### src/rtl/mct_pkg.sv
// Shared constants and types for the machine-cycle timer/counter pair.
// Assumes a byte-wide register interface and four mode bits per channel.
package mct_pkg;

    localparam int BYTE_W   = 8;          // width of each count byte and the write bus
    localparam int PRE_W    = 5;          // low-byte bits used by the 13-bit layout
    localparam int CFG_W    = 4;          // mode-register bits per channel
    localparam int CNT_W    = 2 * BYTE_W; // full count width

    // Counting layout selected by the two low bits of a channel's field.
    typedef enum logic [1:0] {
        MODE_13B    = 2'd0,
        MODE_16B    = 2'd1,
        MODE_8B_RLD = 2'd2,
        MODE_HOLD   = 2'd3
    } cnt_mode_e;

    // One channel's slice of the mode register, MSB first.
    typedef struct packed {
        logic      gate_on;
        logic      is_ctr;
        cnt_mode_e mode;
    } chan_cfg_t;

endpackage

### src/rtl/mct_cycle_div.sv
// Machine-cycle divider: produces a one-clock strobe on the last clock of
// every DIV-clock machine cycle. Assumes DIV >= 2. Phase restarts at reset.
module mct_cycle_div #(
    parameter int DIV = 6
) (
    input  logic clk,
    input  logic rst_n,
    output logic mc_tick
);
    localparam int PH_W = $clog2(DIV);
    localparam logic [PH_W-1:0] LAST = PH_W'(DIV - 1);

    logic [PH_W-1:0] phase_q;

    // Step the phase through 0..DIV-1 and wrap.
    always_ff @(posedge clk) begin
        if (!rst_n)
            phase_q <= '0;
        else if (phase_q == LAST)
            phase_q <= '0;
        else
            phase_q <= phase_q + PH_W'(1);
    end

    // Strobe during the final phase so the next edge closes the cycle.
    always_comb mc_tick = (phase_q == LAST);

endmodule

### src/rtl/mct_pin_sampler.sv
// Samples an external count pin once per machine cycle and reports a
// high-then-low pair of consecutive samples. Assumes the pin is already
// synchronous to clk. Both sample registers reset low, so no false edge.
module mct_pin_sampler (
    input  logic clk,
    input  logic rst_n,
    input  logic mc_tick,
    input  logic pin,
    output logic fall_seen
);
    logic samp_q;
    logic prev_q;

    // Capture the pin and shift the previous sample on machine-cycle edges.
    always_ff @(posedge clk) begin
        if (!rst_n) begin
            samp_q <= 1'b0;
            prev_q <= 1'b0;
        end else if (mc_tick) begin
            samp_q <= pin;
            prev_q <= samp_q;
        end
    end

    // An edge is pending while the older sample is high and the newer low.
    always_comb fall_seen = prev_q & ~samp_q;

endmodule

### src/rtl/mct_chan.sv
// One counting channel: low and high count bytes, layout selection, gating
// and a sticky overflow flag. Assumes mc_tick marks the machine-cycle edge
// and pin_fall is already aligned to it. Byte writes win over counting.
module mct_chan
    import mct_pkg::*;
(
    input  logic              clk,
    input  logic              rst_n,
    input  logic              mc_tick,
    input  chan_cfg_t         cfg,
    input  logic              run,
    input  logic              gate_lvl,
    input  logic              pin_fall,
    input  logic              wr_lo,
    input  logic              wr_hi,
    input  logic [BYTE_W-1:0] wr_byte,
    input  logic              flag_clr,
    output logic [CNT_W-1:0]  cnt_o,
    output logic              ovf_o
);
    localparam int SHORT_W = BYTE_W + PRE_W;

    logic [BYTE_W-1:0] lo_q, hi_q;
    logic [BYTE_W-1:0] lo_n, hi_n;
    logic              ovf_q;
    logic              wrap;
    logic              enabled;
    logic              adv;

    // Decide whether this machine-cycle edge advances the count.
    always_comb begin
        enabled = run & (~cfg.gate_on | gate_lvl);
        adv     = mc_tick & enabled & (~cfg.is_ctr | pin_fall);
    end

    // Next count value and wrap indication for the selected layout.
    always_comb begin
        lo_n = lo_q;
        hi_n = hi_q;
        wrap = 1'b0;
        case (cfg.mode)
            MODE_13B: begin
                {hi_n, lo_n[PRE_W-1:0]} = {hi_q, lo_q[PRE_W-1:0]} + SHORT_W'(1);
                wrap = &{hi_q, lo_q[PRE_W-1:0]};
            end
            MODE_16B: begin
                {hi_n, lo_n} = {hi_q, lo_q} + CNT_W'(1);
                wrap = &{hi_q, lo_q};
            end
            MODE_8B_RLD: begin
                wrap = &lo_q;
                lo_n = wrap ? hi_q : lo_q + BYTE_W'(1);
            end
            default: begin
                lo_n = lo_q;
                hi_n = hi_q;
            end
        endcase
    end

    // Count registers: advance first, then let a byte write override.
    always_ff @(posedge clk) begin
        if (!rst_n) begin
            lo_q <= '0;
            hi_q <= '0;
        end else begin
            if (adv) begin
                lo_q <= lo_n;
                hi_q <= hi_n;
            end
            if (wr_lo) lo_q <= wr_byte;
            if (wr_hi) hi_q <= wr_byte;
        end
    end

    // Sticky flag: a wrap sets it, a clear request drops it, set wins.
    always_ff @(posedge clk) begin
        if (!rst_n)
            ovf_q <= 1'b0;
        else if (adv && wrap)
            ovf_q <= 1'b1;
        else if (flag_clr)
            ovf_q <= 1'b0;
    end

    // Drive the outputs from the registers.
    always_comb begin
        cnt_o = {hi_q, lo_q};
        ovf_o = ovf_q;
    end

endmodule

### src/rtl/mc_timer_pair.sv
// Top of the timer/counter pair: the shared mode register, write-address
// decode, one machine-cycle divider and a generated sampler and channel per
// count pin. Assumes all inputs are synchronous to clk.
module mc_timer_pair
    import mct_pkg::*;
#(
    parameter int N_CH   = 2,
    parameter int MC_DIV = 6
) (
    input  logic                   clk,
    input  logic                   rst_n,
    input  logic [N_CH-1:0]        ext_cnt_pin,
    input  logic [N_CH-1:0]        gate_pin,
    input  logic [N_CH-1:0]        run_en,
    input  logic                   wr_en,
    input  logic [$clog2(2*N_CH+2)-1:0] wr_addr,
    input  logic [BYTE_W-1:0]      wr_data,
    output logic [N_CH*CNT_W-1:0]  cnt_val,
    output logic [N_CH-1:0]        ovf_flag
);
    localparam int ADDR_W   = $clog2(2*N_CH+2);
    localparam int MODE_W   = N_CH * CFG_W;
    localparam logic [ADDR_W-1:0] A_MODE = '0;
    localparam logic [ADDR_W-1:0] A_CLR  = ADDR_W'(2*N_CH + 1);

    logic [MODE_W-1:0] mode_q;
    logic              mc_tick;
    logic              mode_wr;
    logic              clr_wr;

    // Decode the two shared write targets.
    always_comb begin
        mode_wr = wr_en && (wr_addr == A_MODE);
        clr_wr  = wr_en && (wr_addr == A_CLR);
    end

    // Mode register, zero after reset, loaded from the write port.
    always_ff @(posedge clk) begin
        if (!rst_n)
            mode_q <= '0;
        else if (mode_wr)
            mode_q <= MODE_W'(wr_data);
    end

    mct_cycle_div #(.DIV(MC_DIV)) div_i (
        .clk     (clk),
        .rst_n   (rst_n),
        .mc_tick (mc_tick)
    );

    for (genvar n = 0; n < N_CH; n++) begin : g_ch
        localparam logic [ADDR_W-1:0] A_LO = ADDR_W'(2*n + 1);
        localparam logic [ADDR_W-1:0] A_HI = ADDR_W'(2*n + 2);

        logic      fall;
        logic      lo_wr, hi_wr;
        chan_cfg_t cfg;

        // Per-channel decode and field slice.
        always_comb begin
            lo_wr = wr_en && (wr_addr == A_LO);
            hi_wr = wr_en && (wr_addr == A_HI);
            cfg   = chan_cfg_t'(mode_q[n*CFG_W +: CFG_W]);
        end

        mct_pin_sampler smp_i (
            .clk       (clk),
            .rst_n     (rst_n),
            .mc_tick   (mc_tick),
            .pin       (ext_cnt_pin[n]),
            .fall_seen (fall)
        );

        mct_chan ch_i (
            .clk      (clk),
            .rst_n    (rst_n),
            .mc_tick  (mc_tick),
            .cfg      (cfg),
            .run      (run_en[n]),
            .gate_lvl (gate_pin[n]),
            .pin_fall (fall),
            .wr_lo    (lo_wr),
            .wr_hi    (hi_wr),
            .wr_byte  (wr_data),
            .flag_clr (clr_wr && wr_data[n]),
            .cnt_o    (cnt_val[n*CNT_W +: CNT_W]),
            .ovf_o    (ovf_flag[n])
        );
    end

endmodule

### config.mk
export PLATFORM = sky130hd
export DESIGN_NAME = mc_timer_pair
export DESIGN_NICKNAME = d
export VERILOG_FILES = /design/src/rtl/mct_pkg.sv /design/src/rtl/mct_cycle_div.sv /design/src/rtl/mct_pin_sampler.sv /design/src/rtl/mct_chan.sv /design/src/rtl/mc_timer_pair.sv
export SDC_FILE = /design/constraint.sdc
export NUM_CORES = 1
export LEC_CHECK = 0
export CORE_MARGIN = 2
export CORE_UTILIZATION = 35
export DETAILED_ROUTE_END_ITERATION = 6
export GPL_TIMING_DRIVEN = 0
export RECOVER_POWER = 100
export SETUP_SLACK_MARGIN = 0.02
export SYNTH_ARGS = -nofsm -noshare
export SYNTH_HDL_FRONTEND = slang
export SYNTH_SLANG_ARGS = --single-unit
### constraint.sdc
create_clock -name clk -period 2.6 [get_ports clk]
set_clock_uncertainty 0.05 [all_clocks]
set_input_delay 0.26 -clock clk [delete_from_list [all_inputs] [get_ports clk]]
set_output_delay 0.26 -clock clk [all_outputs]
set_load 0.05 [all_outputs]
==> flow_metrics.env <==
export IMPL_dieArea_mm2=0.00956
export IMPL_die_x_um=97.8
export IMPL_start_util=0.357
export IMPL_antenna_cells=0
export IMPL_cts_setup_buffers=0
export IMPL_rows=34
export IMPL_hold_viol_final=0
export IMPL_drcViolationCount=0
export IMPL_numClockSinks=49
export IMPL_cap_violations=0
export IMPL_grt_first_pass_wirelength_mm=15.1
export IMPL_grtUsageTotal=0.196
export IMPL_setup_viol=0
export IMPL_ant_nets=0
export IMPL_synth_area_mm2=0.00308
export IMPL_clockBufferDepth=2
export IMPL_hp_class="reg -> reg"
export IMPL_cp_top_family="compound AO/OA/AOI/OAI gates"
export IMPL_slew_headroom=0.531
export IMPL_synthFlopType="dfxtp_1"
export IMPL_vias=3238
export IMPL_area_growth_pct=23.6
export IMPL_place_congestion=0.902
export IMPL_switchingPower_uw=449
export IMPL_ys_seq_area_frac=0.319
export IMPL_critPathCapture="g_ch[1].ch_i.lo_q[3]$_SDFFE_PN0P_"
export IMPL_first_global_vias=2974
export IMPL_crit_type="reg -> reg"
export IMPL_hpwl_mm=7.04
export IMPL_cts_hold_buf=0
export IMPL_yosys_register_bits=49
export IMPL_grt_ovfl_total=0
export IMPL_avgSynthCellArea_um2=7.66
export IMPL_path_cells="ha_1 -> nand4_2 -> o41ai_2 -> nor2_1 -> a2111oi_0 -> nor3_1"
export IMPL_timing_rr_start="g_ch[1].ch_i.lo_q[1]$_SDFFE_PN0P_"
export IMPL_synth_distinct_cells=64
export IMPL_final_layout_size_suffix_gt1_frac=0.0540
export IMPL_synthArstFlopShare=0
export IMPL_status="completed"
export IMPL_cts_root_buf="clkbuf_8"
export IMPL_drv_slew=0
export IMPL_wirelength_mm=9.50
export IMPL_p_sw_frac=0.299
export IMPL_path_buf_inv=0
export IMPL_grt_antenna_before_repair=0
export IMPL_numCtsBuffers=5
export IMPL_wl_per_cell_um=16.6
export IMPL_syn_nets=434
export IMPL_syn_inst=402
export IMPL_p_comb_frac=0.166
export IMPL_max_vdd_ir_drop_mv=0.188
export IMPL_nFillCells=896
export IMPL_fin_tns_setup_ps=0
export IMPL_cts_resized=0
export IMPL_port_buffers=53
export IMPL_r2r_slack_ps=290
export IMPL_p_per_area_mw_per_mm2=395
export IMPL_r2r_end="g_ch[1].ch_i.lo_q[3]$_SDFFE_PN0P_"
export IMPL_nNetsFinal=494
export IMPL_dr_pass1_iters=5
export IMPL_critPathLaunch="g_ch[1].ch_i.lo_q[1]$_SDFFE_PN0P_"
export IMPL_io_pins=54
export IMPL_die_height_um=97.8
export IMPL_critPathMaxStageDelay_ps=500
export IMPL_r2r_cells=6
export IMPL_fmax_ghz=0.433
export IMPL_timing_final_crit_share=0.888
export IMPL_core_area_mm2=0.00864
export IMPL_critPathLaunchType="register"
export IMPL_leakage_uw=0.00129
export IMPL_layout_min_cycle_time_ps=2310
export IMPL_cp_required_ps=2740
export IMPL_drtIter0Drc=194
export IMPL_ys_warn_count=0
export IMPL_arrival_ps=2450
export IMPL_cts_tree="built"
export IMPL_crit_slowest_cell="o41ai_2"
export IMPL_critPathCaptureType="register"
export IMPL_worst_slew_pin_slew_ps=702
export IMPL_grt_max_degree=14
export IMPL_crit_path_max_fanout=7
export IMPL_crit_cells=6
export IMPL_p_int_uw=1050
export IMPL_htree_levels=2
export IMPL_vias_per_cell=5.67
export IMPL_clockPowerShare=0.298
export IMPL_synth_edf_count=0
export IMPL_power_frac_seq=0.536
export IMPL_rsz0062_at_grt="no"
export IMPL_clk_latency_ps=310
export IMPL_final_util=0.441
export IMPL_clk_pin_slew_ps=90
==> cells in the mapped netlist, types with 7 or more instances <==
library cell	n	area share
xor2_1	10	0.028
nor2_1	22	0.027
clkbuf_1	13	0.016
inv_1	19	0.023
nor3_1	11	0.018
xnor2_1	7	0.020
a31oi_1	10	0.020
dfxtp_1	49	0.32
nand4_1	9	0.018
ha_1	12	0.049
o21ai_0	38	0.062
or3_1	9	0.018
nand2_1	55	0.067
a21oi_1	36	0.059
nand3_1	21	0.034
==> area by class of cell <==
cell class	instances	area (um^2)	share of cell area
tap	108	135	0.0355
inverter	19	71.3	0.0187
multi-input combinational	314	1920	0.505
clock buffer	8	80.1	0.0210
timing repair buffer	53	531	0.139
buffer	20	85.1	0.0223
sequential	49	981	0.258
==> logic make-up after synthesis <==
group	count (synthesis)	share of synthesized area
compound gates	119	0.247
flops	49	0.319
xor+xnor	17	0.0484
buf+inv	39	0.0516
mux	3	0.0102
simple gates	163	0.276
fa+ha+maj	12	0.0488
==> flip-flops by register name (all words and copies together), names as in the netlist <==
register           count
g_ch.ch_i.hi_q        16
g_ch.ch_i.lo_q        16
mode_q                 8
div_i.phase_q          3
g_ch.ch_i.ovf_o        2
g_ch.smp_i.prev_q      2
g_ch.smp_i.samp_q      2
==> cell usage in the layout (no fill, tap or decap), types with 3 or more instances in the layout <==
cell type and instances:
a211oi_1 6, a21oi_1 36, a31oi_1 10, and2_1 3
and4_1 4, clkbuf_1 18, clkbuf_8 5, clkdlybuf4s50_1 16
dfxtp_1 49, dlygate4sd3_1 37, ha_1 12, inv_1 19
nand2_1 56, nand2b_1 3, nand3_1 21, nand4_1 9
nor2_1 22, nor3_1 11, nor4_1 6, o21ai_0 38
or2_2 3, or3_1 9, xnor2_1 7, xor2_1 10
==> worst min-delay path by stage <==
stage          depth (start not counted)                         startpoint                           endpoint
2_1_floorplan                          2                         wr_data[3]             mode_q[3]$_SDFFE_PN0P_
3_3_place_gp                           1        div_i.phase_q[0]$_SDFF_PP0_        div_i.phase_q[0]$_SDFF_PP0_
3_5_place_dp                           2             mode_q[3]$_SDFFE_PN0P_             mode_q[3]$_SDFFE_PN0P_
4_1_cts                                2             mode_q[3]$_SDFFE_PN0P_             mode_q[3]$_SDFFE_PN0P_
5_1_grt                                2             mode_q[3]$_SDFFE_PN0P_             mode_q[3]$_SDFFE_PN0P_
6_report                               2  g_ch[1].smp_i.prev_q$_SDFFE_PN0P_  g_ch[1].smp_i.prev_q$_SDFFE_PN0P_
==> worst min-delay path, stage by stage (launching register included) <==
cell,delay [ps]
dfxtp_1,310
nand2_1,50
a21oi_1,50
==> routing by layer <==
metal,global-route usage,vias up,share of wire
met4,0.0769,0,0.025
met3,0.0301,17,0.070
met5,0,-,0
met1,0.275,1498,0.46
met2,0.303,143,0.44
li1,-,1580,-
==> stage by stage <==
stage                     instance area (um^2)  power (uW)  hold slack (ps)  setup slack, ps  std cells
after floorplan                           3080         963              346              303        402
after global placement                    3740        1070              385              269        563
after detailed placement                  3740        1080              397              287        563
after CTS                                 3820        1530              410              310        571
after global routing                      3810        1570              431              151        571
final                                     3810        1500              409              290        571
==> power by group through the flow <==
| stage | logic (uW) | registers [uW] | clock network [uW] |
|---|---|---|---|
| after floorplan | 92.1 | 871 | 0 |
| after global placement | 252 | 822 | 0 |
| after detailed placement | 255 | 823 | 0 |
| after CTS | 256 | 805 | 465 |
| after global routing | 268 | 809 | 493 |
| final | 249 | 805 | 448 |
Note: power is estimated with default switching activity, not from simulation.
